$ cat src/rtl/slice_add_pkg.sv
`timescale 1ns/1ps
package slice_add_pkg;
   localparam int unsigned SEL_W        = 2;
   localparam int unsigned DEF_DATA_W   = 16;
   localparam int unsigned DEF_B_W      = 8;
   localparam int unsigned DEF_SLICE_W  = 3;
   localparam int unsigned DEF_BELEM_W  = 2;
   localparam int unsigned DEF_NUM_CFG  = 3;

   typedef enum logic [SEL_W-1:0] {
      EW_LANES1 = 2'b00,
      EW_LANES2 = 2'b01,
      EW_LANES4 = 2'b10,
      EW_RSVD   = 2'b11
   } ew_code_e;
endpackage

$ cat src/rtl/sa_part_ctrl.sv
`timescale 1ns/1ps
// Produces the carry-break mask: bit i set means no carry enters bit i.
module sa_part_ctrl
   import slice_add_pkg::*;
#(
   parameter int unsigned DATA_W  = DEF_DATA_W,
   parameter int unsigned SLICE_W = DEF_SLICE_W,
   parameter int unsigned NUM_CFG = DEF_NUM_CFG
) (
   input  logic [SEL_W-1:0]  cfg,
   input  logic              fixed_mode,
   output logic [DATA_W-1:0] brk
);
   wire [DATA_W-1:0] brk_slc [NUM_CFG];
   wire [DATA_W-1:0] brk_fix [NUM_CFG];

   for (genvar c = 0; c < NUM_CFG; c++) begin : g_cfg
      localparam int unsigned LW = DATA_W >> c;
      for (genvar i = 0; i < DATA_W; i++) begin : g_bit
         // lane boundary in both modes, slice/padding seam only in slice mode
         assign brk_fix[c][i] = ((i % LW) == 0);
         assign brk_slc[c][i] = ((i % LW) == 0) || ((i % LW) == SLICE_W);
      end
   end

   always_comb begin
      brk = '0;
      for (int c = 0; c < NUM_CFG; c++) begin
         if (cfg == SEL_W'(c)) begin
            brk = fixed_mode ? brk_fix[c] : brk_slc[c];
         end
      end
   end
endmodule

$ cat src/rtl/sa_operand_spread.sv
`timescale 1ns/1ps
// Places both operands at lane positions for the selected width and mode.
module sa_operand_spread
   import slice_add_pkg::*;
#(
   parameter int unsigned DATA_W  = DEF_DATA_W,
   parameter int unsigned B_W     = DEF_B_W,
   parameter int unsigned SLICE_W = DEF_SLICE_W,
   parameter int unsigned BELEM_W = DEF_BELEM_W,
   parameter int unsigned NUM_CFG = DEF_NUM_CFG
) (
   input  logic [DATA_W-1:0] op_a,
   input  logic [B_W-1:0]    op_b,
   input  logic [SEL_W-1:0]  cfg,
   input  logic              fixed_mode,
   output logic [DATA_W-1:0] a_pos,
   output logic [DATA_W-1:0] b_pos
);
   wire [DATA_W-1:0] a_slc [NUM_CFG];
   wire [DATA_W-1:0] b_slc [NUM_CFG];
   wire [DATA_W-1:0] a_fix [NUM_CFG];
   wire [DATA_W-1:0] b_fix [NUM_CFG];

   for (genvar c = 0; c < NUM_CFG; c++) begin : g_cfg
      localparam int unsigned NL = 1 << c;
      localparam int unsigned LW = DATA_W / NL;
      localparam int unsigned SW = B_W / NL;
      for (genvar k = 0; k < NL; k++) begin : g_lane
         // slice mode: narrow field of A, one small packed element of B
         assign a_slc[c][LW*k +: LW] = {{(LW-SLICE_W){1'b0}}, op_a[LW*k +: SLICE_W]};
         assign b_slc[c][LW*k +: LW] = {{(LW-BELEM_W){1'b0}}, op_b[SW*k +: BELEM_W]};
         // fixed mode: whole lane of A, evenly split B zero-extended
         assign a_fix[c][LW*k +: LW] = op_a[LW*k +: LW];
         assign b_fix[c][LW*k +: LW] = {{(LW-SW){1'b0}}, op_b[SW*k +: SW]};
      end
   end

   always_comb begin
      a_pos = '0;
      b_pos = '0;
      for (int c = 0; c < NUM_CFG; c++) begin
         if (cfg == SEL_W'(c)) begin
            a_pos = fixed_mode ? a_fix[c] : a_slc[c];
            b_pos = fixed_mode ? b_fix[c] : b_slc[c];
         end
      end
   end
endmodule

$ cat src/rtl/sa_part_adder.sv
`timescale 1ns/1ps
// Ripple adder whose carry chain is cut wherever brk is set.
module sa_part_adder #(
   parameter int unsigned DATA_W = 16
) (
   input  logic [DATA_W-1:0] a,
   input  logic [DATA_W-1:0] b,
   input  logic [DATA_W-1:0] brk,
   output logic [DATA_W-1:0] sum,
   output logic [DATA_W-1:0] cout
);
   wire [DATA_W-1:0] cin;

   for (genvar i = 0; i < DATA_W; i++) begin : g_bit
      if (i == 0) begin : g_lsb
         assign cin[i] = 1'b0;
      end else begin : g_up
         assign cin[i] = brk[i] ? 1'b0 : cout[i-1];
      end
      assign sum[i]  = a[i] ^ b[i] ^ cin[i];
      assign cout[i] = (a[i] & b[i]) | (cin[i] & (a[i] ^ b[i]));
   end
endmodule

$ cat src/rtl/sa_lane_flags.sv
`timescale 1ns/1ps
// Picks each active lane's carry-out from the bit that ends its add.
module sa_lane_flags
   import slice_add_pkg::*;
#(
   parameter int unsigned DATA_W  = DEF_DATA_W,
   parameter int unsigned SLICE_W = DEF_SLICE_W,
   parameter int unsigned NUM_CFG = DEF_NUM_CFG,
   localparam int unsigned LANES  = 1 << (NUM_CFG - 1)
) (
   input  logic [DATA_W-1:0] cout,
   input  logic [SEL_W-1:0]  cfg,
   input  logic              fixed_mode,
   output logic [LANES-1:0]  ovf
);
   wire [LANES-1:0] ovf_slc [NUM_CFG];
   wire [LANES-1:0] ovf_fix [NUM_CFG];
   logic            unused_cout;

   assign unused_cout = ^cout;

   for (genvar c = 0; c < NUM_CFG; c++) begin : g_cfg
      localparam int unsigned NL = 1 << c;
      localparam int unsigned LW = DATA_W / NL;
      for (genvar k = 0; k < LANES; k++) begin : g_lane
         if (k < NL) begin : g_on
            assign ovf_slc[c][k] = cout[LW*k + SLICE_W - 1];
            assign ovf_fix[c][k] = cout[LW*k + LW - 1];
         end else begin : g_off
            assign ovf_slc[c][k] = 1'b0;
            assign ovf_fix[c][k] = 1'b0;
         end
      end
   end

   always_comb begin
      ovf = '0;
      for (int c = 0; c < NUM_CFG; c++) begin
         if (cfg == SEL_W'(c)) begin
            ovf = fixed_mode ? ovf_fix[c] : ovf_slc[c];
         end
      end
   end
endmodule

$ cat src/rtl/slice_lane_adder.sv
`timescale 1ns/1ps
module slice_lane_adder
   import slice_add_pkg::*;
#(
   parameter int unsigned DATA_W  = DEF_DATA_W,
   parameter int unsigned B_W     = DEF_B_W,
   parameter int unsigned SLICE_W = DEF_SLICE_W,
   parameter int unsigned BELEM_W = DEF_BELEM_W,
   parameter int unsigned NUM_CFG = DEF_NUM_CFG,
   localparam int unsigned LANES  = 1 << (NUM_CFG - 1)
) (
   input  logic              clk,
   input  logic              rst,
   input  logic              in_valid,
   input  logic [SEL_W-1:0]  elwid,
   input  logic              fixed_mode,
   input  logic [DATA_W-1:0] op_a,
   input  logic [B_W-1:0]    op_b,
   output logic              out_valid,
   output logic [DATA_W-1:0] out_sum,
   output logic [LANES-1:0]  out_ovf
);
   localparam int unsigned MIN_LANE_W = DATA_W >> (NUM_CFG - 1);
   localparam int unsigned MIN_ELEM_W = B_W >> (NUM_CFG - 1);

   initial begin : p_param_chk
      assert (NUM_CFG >= 1 && NUM_CFG <= (1 << SEL_W))
         else $fatal(1, "NUM_CFG out of range");
      assert (DATA_W % (1 << (NUM_CFG - 1)) == 0 && B_W % (1 << (NUM_CFG - 1)) == 0)
         else $fatal(1, "operand widths must split evenly into lanes");
      assert (MIN_LANE_W > SLICE_W && SLICE_W >= BELEM_W && SLICE_W >= 1)
         else $fatal(1, "slice must leave room for a partition point");
      assert (MIN_ELEM_W >= BELEM_W && DATA_W > B_W)
         else $fatal(1, "second operand element does not fit");
   end

   logic [SEL_W-1:0]  cfg;
   logic [DATA_W-1:0] brk;
   logic [DATA_W-1:0] a_pos;
   logic [DATA_W-1:0] b_pos;
   logic [DATA_W-1:0] sum_c;
   logic [DATA_W-1:0] cout_c;
   logic [LANES-1:0]  ovf_c;

   // codes past the last configuration fold onto it
   assign cfg = (elwid > SEL_W'(NUM_CFG - 1)) ? SEL_W'(NUM_CFG - 1) : elwid;

   sa_part_ctrl #(
      .DATA_W (DATA_W), .SLICE_W (SLICE_W), .NUM_CFG (NUM_CFG)
   ) i_ctrl (
      .cfg (cfg), .fixed_mode (fixed_mode), .brk (brk)
   );

   sa_operand_spread #(
      .DATA_W (DATA_W), .B_W (B_W), .SLICE_W (SLICE_W),
      .BELEM_W (BELEM_W), .NUM_CFG (NUM_CFG)
   ) i_spread (
      .op_a (op_a), .op_b (op_b), .cfg (cfg), .fixed_mode (fixed_mode),
      .a_pos (a_pos), .b_pos (b_pos)
   );

   sa_part_adder #(
      .DATA_W (DATA_W)
   ) i_adder (
      .a (a_pos), .b (b_pos), .brk (brk), .sum (sum_c), .cout (cout_c)
   );

   sa_lane_flags #(
      .DATA_W (DATA_W), .SLICE_W (SLICE_W), .NUM_CFG (NUM_CFG)
   ) i_flags (
      .cout (cout_c), .cfg (cfg), .fixed_mode (fixed_mode), .ovf (ovf_c)
   );

   always_ff @(posedge clk) begin
      if (rst) begin
         out_valid <= 1'b0;
         out_sum   <= '0;
         out_ovf   <= '0;
      end else begin
         out_valid <= in_valid;
         if (in_valid) begin
            out_sum <= sum_c;
            out_ovf <= ovf_c;
         end
      end
   end
endmodule

$ cat config.mk
export PLATFORM = sky130hd
export DESIGN_NAME = slice_lane_adder
export DESIGN_NICKNAME = d
export VERILOG_FILES = /design/src/rtl/slice_add_pkg.sv /design/src/rtl/sa_part_ctrl.sv /design/src/rtl/sa_operand_spread.sv /design/src/rtl/sa_part_adder.sv /design/src/rtl/sa_lane_flags.sv /design/src/rtl/slice_lane_adder.sv
export SDC_FILE = /design/constraint.sdc
export NUM_CORES = 1
export LEC_CHECK = 0
export CAP_MARGIN = 20
export CORE_UTILIZATION = 44
export DETAILED_ROUTE_END_ITERATION = 8
export HOLD_SLACK_MARGIN = 0.05
export PLACE_DENSITY = 0.79
export RECOVER_POWER = 50
export SLEW_MARGIN = 10
export SYNTH_ARGS = -nofsm -noshare
export SYNTH_HDL_FRONTEND = slang
export SYNTH_SLANG_ARGS = --single-unit
$ cat constraint.sdc
create_clock -name clk -period 10.6 [get_ports clk]
set_input_delay 2.65 -clock clk [delete_from_list [all_inputs] [get_ports clk]]
set_output_delay 2.65 -clock clk [all_outputs]
set_load 0.02 [all_outputs]
==> impl_metrics.json, run 1 <==
{
  "antenna_found_initial": 0,
  "leakagePower_nw": 0.8029,
  "h-tree-depth": 1,
  "finalWirelength_mm": 3.139,
  "die_h_um": 57.96,
  "cts_buffer_depth": 2,
  "slowest_stage": "fa_1",
  "p_per_area_mw_per_mm2": 98.33,
  "status": "finished with violations",
  "fin_tns_setup_ns": 0,
  "final-setup-viol-count": 0,
  "worstSetupEndpointType": "flop",
  "skew_ns": 0,
  "violations": "DRC",
  "layout_commonest_cell": "clkdlybuf4s50_1",
  "slew_headroom_pct": 46.90,
  "antenna_left": 0,
  "clk_latency_ns": 0.30,
  "report.final.slew_viol_count": 0,
  "grt_pass1_wl_mm": 5.271,
  "min_period_over_period_pct": 88.10,
  "gr-total-overflow": 0,
  "ff2ff_setup_slack_ns": 9.86,
  "synth_cells": 143,
  "wire_per_inst_um": 14.33,
  "portBuffers": 50,
  "hold_path_depth": 2,
  "synth_top_area_share_pct": 30.52,
  "dp.cells": 215,
  "postLayoutCoreUtil_pct": 66.01,
  "drc": 5,
  "drt-vias-per-instance": 5.329,
  "grt_pass1_vias": 1206,
  "drt_iter0_drc": 40,
  "critPathKind": "primary input to flop",
  "clk_pin_slew_ns": 0.11,
  "clock-sinks": 21,
  "dr.pass1.iters": 6,
  "ctsHoldBuffers": 0,
  "synth_top_cell_by_area": "dfxtp_1",
  "maxCapViolations": 0,
  "whs_ns": 0.4724,
  "synth_fp_nets": 189,
  "critPathMaxFanout": 21,
  "cts_buffers": 3,
  "synth_warnings": 0,
  "peakVddDrop_uv": 54.71,
  "worstMarginPinSlew_ns": 0.7939,
  "p_total_uw": 185.2,
  "gp_congestion": 0.8209,
  "die-area_mm2": 0.003359,
  "cp_top_family": "adder cells",
  "rr_startpoint": "out_ovf[0]$_SDFFE_PP0P_",
  "worst_path_most_repeated_cell": "fa_1",
  "crit_required_ns": 10.82,
  "finalNetCount": 235,
  "area_delta_synth_final_pct": 36.69,
  "max_clock_freq_mhz": 107.1,
  "io_pins": 51,
  "critPathArrivalTime_ns": 9.56,
  "stdcell_count": 219,
  "row_count": 19,
  "final_cell_mix": "clkdlybuf4s50_1 (30), dfxtp_1 (21), dlygate4sd3_1 (20)",
  "cts_root_buf": "clkbuf_4",
  "r2r_cells": 2,
  "syn_area_mm2": 0.001378,
  "critPathLaunchType": "primary input",
  "worst-path-buf-inv": 3,
  "finalHoldViolations": 0,
  "ys_seq_elements": 21,
  "seq_area_frac_synth_pct": 30.52,
  "cts_resized": 0,
  "die_x_um": 57.96,
  "rsz0062_at_grt": "false",
  "grt_start_max_net_pins": 30,
  "cts_tree": "built",
  "ys_types": 31,
  "cpPeakStageDelay_ns": 0.44,
  "drive_gt1_share_pct": 5.319,
  "core-area_mm2": 0.002853,
  "synth.avg_cell_area_um2": 9.633,
  "worstHoldStart": "out_ovf[3]$_SDFFE_PP0P_",
  "cp_num_cells": 29,
  "period_needed_ns": 9.338,
  "diodes": 0,
  "crit_start": "elwid[1]",
  "vias": 1167,
  "grt_use_total_pct": 20.70,
  "hpwl_mm": 2.457,
  "synth_area_leaders": "dfxtp_1 (31%), fa_1 (19%), mux2i_1 (8.0%)",
  "initial_core_util_pct": 48.29,
  "hold_path.class": "flop to flop",
  "cts_setup_buffers": 0
}
-- worst register-to-register path, cell delays in order (launching register included) --
cell and delay [ns]:
dfxtp_1 0.36, a21oi_1 0.08, a311oi_2 0.22
-- cells in the mapped netlist, drive strengths merged --
master / n
dfxtp: 21
nor2: 19
fa: 13
mux2i: 11
nand2: 11
and2: 9
buf: 9
a21oi: 7
a211oi: 6
o21ai: 5
and3: 3
clkbuf: 3
ha: 3
inv: 3
mux2: 3
o21a: 3
nand3: 2
nand3b: 2
nor2b: 2
or2: 2
a21boi: 1
a2bb2oi: 1
a311oi: 1
nor4b: 1
nor4bb: 1
o22ai: 1
-- report_power, final --
| group | internal, mW | total, mW | switching, mW |
|---|---|---|---|
| combinational | 0.0304 | 0.0601 | 0.0298 |
| sequential | 0.0846 | 0.0872 | 0.00256 |
| clock | 0.0147 | 0.0379 | 0.0232 |
| total | 0.130 | 0.185 | 0.0555 |
-- kinds of logic after synthesis --
family | Yosys count | share of synthesized area [%]
simple gates | 52 | 18.62
flops | 21 | 30.52
mux | 14 | 10.45
fa+ha+maj | 16 | 21.62
buf+inv | 15 | 6.811
compound gates | 25 | 11.99
-- sequential cells by signal (all words and copies together), names as in the netlist --
signal,count
out_ovf,4
out_valid,1
out_sum,16
-- metal layers --
layer | up-vias | GRT usage (%) | share of wire, %
met3 | 5 | 2.009 | 4.7
li1 | 572 | - | -
met2 | 43 | 38.26 | 52
met1 | 547 | 24.47 | 41
met5 | - | 0 | 0
met4 | 0 | 8.163 | 1.6
-- final timing paths --
| path | to |
|---|---|
| worst max-delay path | out_ovf[0]$_SDFFE_PP0P_ |
| worst min-delay path | out_ovf[3]$_SDFFE_PP0P_ |
| worst max register to register | out_ovf[0]$_SDFFE_PP0P_ |
| worst min register to register | out_ovf[3]$_SDFFE_PP0P_ |
-- metrics by stage --
| step | area, um2 | setup slack [ns] |
|---|---|---|
| floorplan | 1378 | 2.212 |
| global placement | 1857 | 1.276 |
| detailed placement | 1857 | 1.052 |
| CTS | 1883 | 1.321 |
| global route | 1883 | 0.8795 |
| finish | 1883 | 1.262 |
-- area by class of cell --
type / count / area, um2
Clock buffer: 4 / 26.28
Sequential cell: 21 / 420.4
Inverter: 3 / 11.26
Fill cell: 244 / 969.7
Multi-Input combinational cell: 107 / 863.3
Timing Repair Buffer: 53 / 523.0
Tap cell: 31 / 38.79
Power figures use the tool's default switching activity.
==> run 2: changes to the inputs <==
CORE_MARGIN = 2   (was unset)
GPL_TIMING_DRIVEN = 0   (was unset)
RECOVER_POWER = 25   (was 50)
==> impl_metrics.json, run 2 (synthesis results as in run 1) <==
{
  "rsz0062_at_grt": "false",
  "antenna_found_initial": 0,
  "met1_usage_pct": 24.18,
  "cts_setup_buffers": 0,
  "max_clock_freq_mhz": 108.8,
  "worstSetupEndpointType": "flop",
  "top_regs": "out_sum: 16 flops, out_ovf: 4 flops, out_valid: 1 flops",
  "met3_usage_pct": 2.814,
  "cts_root_buf": "clkbuf_4",
  "gr-total-overflow": 0,
  "report.final.slew_viol_count": 0,
  "hpwl_mm": 2.665,
  "cts_tree": "built",
  "slew_headroom_pct": 58.08,
  "portBuffers": 48,
  "cts_buffers": 3,
  "whs_ns": 0.4669,
  "grt_start_max_net_pins": 12,
  "drt_iter0_drc": 55,
  "peakVddDrop_uv": 67.65,
  "die_x_um": 59.96,
  "postLayoutCoreUtil_pct": 64.00,
  "period_needed_ns": 9.191,
  "vias": 1214,
  "h-tree-depth": 1,
  "cpPeakStageDelay_ns": 0.43,
  "clk_pin_slew_ns": 0.11,
  "fin_tns_setup_ns": 0,
  "grt_pass1_wl_mm": 5.195,
  "hold_path.class": "flop to flop",
  "crit_required_ns": 10.83,
  "critPathArrivalTime_ns": 9.42,
  "cts_resized": 0,
  "drt-vias-per-instance": 5.325,
  "skew_ns": 0,
  "critPathLaunchType": "primary input",
  "die_h_um": 59.96,
  "wire_per_inst_um": 14.22,
  "drc": 0,
  "gp_congestion": 0.8170,
  "min_period_over_period_pct": 86.71,
  "status": "complete, no violations",
  "die-area_mm2": 0.003595,
  "area_delta_synth_final_pct": 39.51,
  "regArea_um2": 420.4,
  "final-setup-viol-count": 0,
  "core-area_mm2": 0.003003,
  "finalNetCount": 242,
  "multi_input_area_um2": 863.3,
  "clock-sinks": 21,
  "drive_gt1_share_pct": 7.692,
  "worst_path_most_repeated_cell": "fa_1",
  "io_pins": 51,
  "grt_use_total_pct": 19.37,
  "p_per_area_mw_per_mm2": 97.84,
  "cts_buffer_depth": 2,
  "grt.busiest_layer": "met2",
  "critPathMaxFanout": 10,
  "regMostFlops": "out_sum",
  "n_fill_cell": 261,
  "row_count": 20,
  "maxCapViolations": 0,
  "critPathKind": "primary input to flop",
  "largest_register_ffs": 16,
  "clk_latency_ns": 0.30,
  "use_met2_pct": 33.85,
  "slowest_stage": "clkdlybuf4s50_1",
  "ctsHoldBuffers": 0,
  "diodes": 0,
  "worstMarginPinSlew_ns": 0.6288,
  "antenna_left": 0,
  "final_cell_mix": "clkdlybuf4s50_1 (40), dfxtp_1 (21), nor2_1 (19)",
  "layout_commonest_cell": "clkdlybuf4s50_1",
  "dr.pass1.iters": 4,
  "grt_pass1_vias": 1155,
  "fin_area_mm2": 0.001922,
  "place_area_mm2": 0.001899,
  "finalWirelength_mm": 3.242,
  "finalHoldViolations": 0,
  "leakagePower_nw": 0.7953,
  "initial_core_util_pct": 45.87
}
[run 2: changes by cell type in the layout (fill, tap and decap cells not counted)]
cell / change
clkdlybuf4s50_1: +10
buf_6: +3
clkbuf_1: +4
dlygate4sd3_1: -12
buf_4: -1
buf_2: +3
[run 2: critical path: cells and delay by family]
family / cells / cell delay, ns
fa+ha+maj: 14 / 3.95
compound gates: 5 / 0.84
buf+inv: 3 / 0.69
simple gates: 6 / 1.12
mux: 1 / 0.14
[run 2: path summary, 6_finish.rpt]
check                                              from                      end  slack (ns)  depth (start not counted)
worst max-delay path                           elwid[1]  out_ovf[0]$_SDFFE_PP0P_        1.41                         29
worst min-delay path            out_ovf[3]$_SDFFE_PP0P_  out_ovf[3]$_SDFFE_PP0P_        0.47                          2
worst max register to register  out_ovf[0]$_SDFFE_PP0P_  out_ovf[0]$_SDFFE_PP0P_        9.89                          2
worst min register to register  out_ovf[3]$_SDFFE_PP0P_  out_ovf[3]$_SDFFE_PP0P_        0.47                          2
[run 2: power by group]
part	switching, mW	leakage, nW	total (mW)	internal (mW)
sequential	0.00271	0.173	0.0873	0.0846
clock	0.0232	0.0150	0.0379	0.0147
combinational	0.0303	0.607	0.0628	0.0325
total	0.0562	0.795	0.188	0.132
[run 2: cell type report]
type,instances,share of cell area [%]
timing repair buffer,48,25.00
multi-input combinational,107,44.92
buffer,12,4.102
clock buffer,4,1.367
sequential,21,21.88
inverter,3,0.5859
tap,33,2.148
[run 2: routing by layer]
layer  share of wire [%]  up-vias
li1                    -      586
met1                  42      581
met2                  51       42
met3                 5.3        5
met4                 1.6        0
met5                   0        -
[run 2: stage by stage]
step | instances | power, mW | setup slack, ns
2_1_floorplan | 143 | 0.1241 | 2.212
5_1_grt | 228 | 0.2011 | 0.9967
6_report | 228 | 0.1880 | 1.409
3_3_place_gp | 224 | 0.1518 | 1.182
4_1_cts | 228 | 0.1914 | 1.447
3_5_place_dp | 224 | 0.1533 | 1.182
==> run 3: changes to the inputs <==
TNS_END_PERCENT = 20   (was unset)
==> results of run 3 <==
The final DEF is identical to that of run 2; final timing and power are the same.
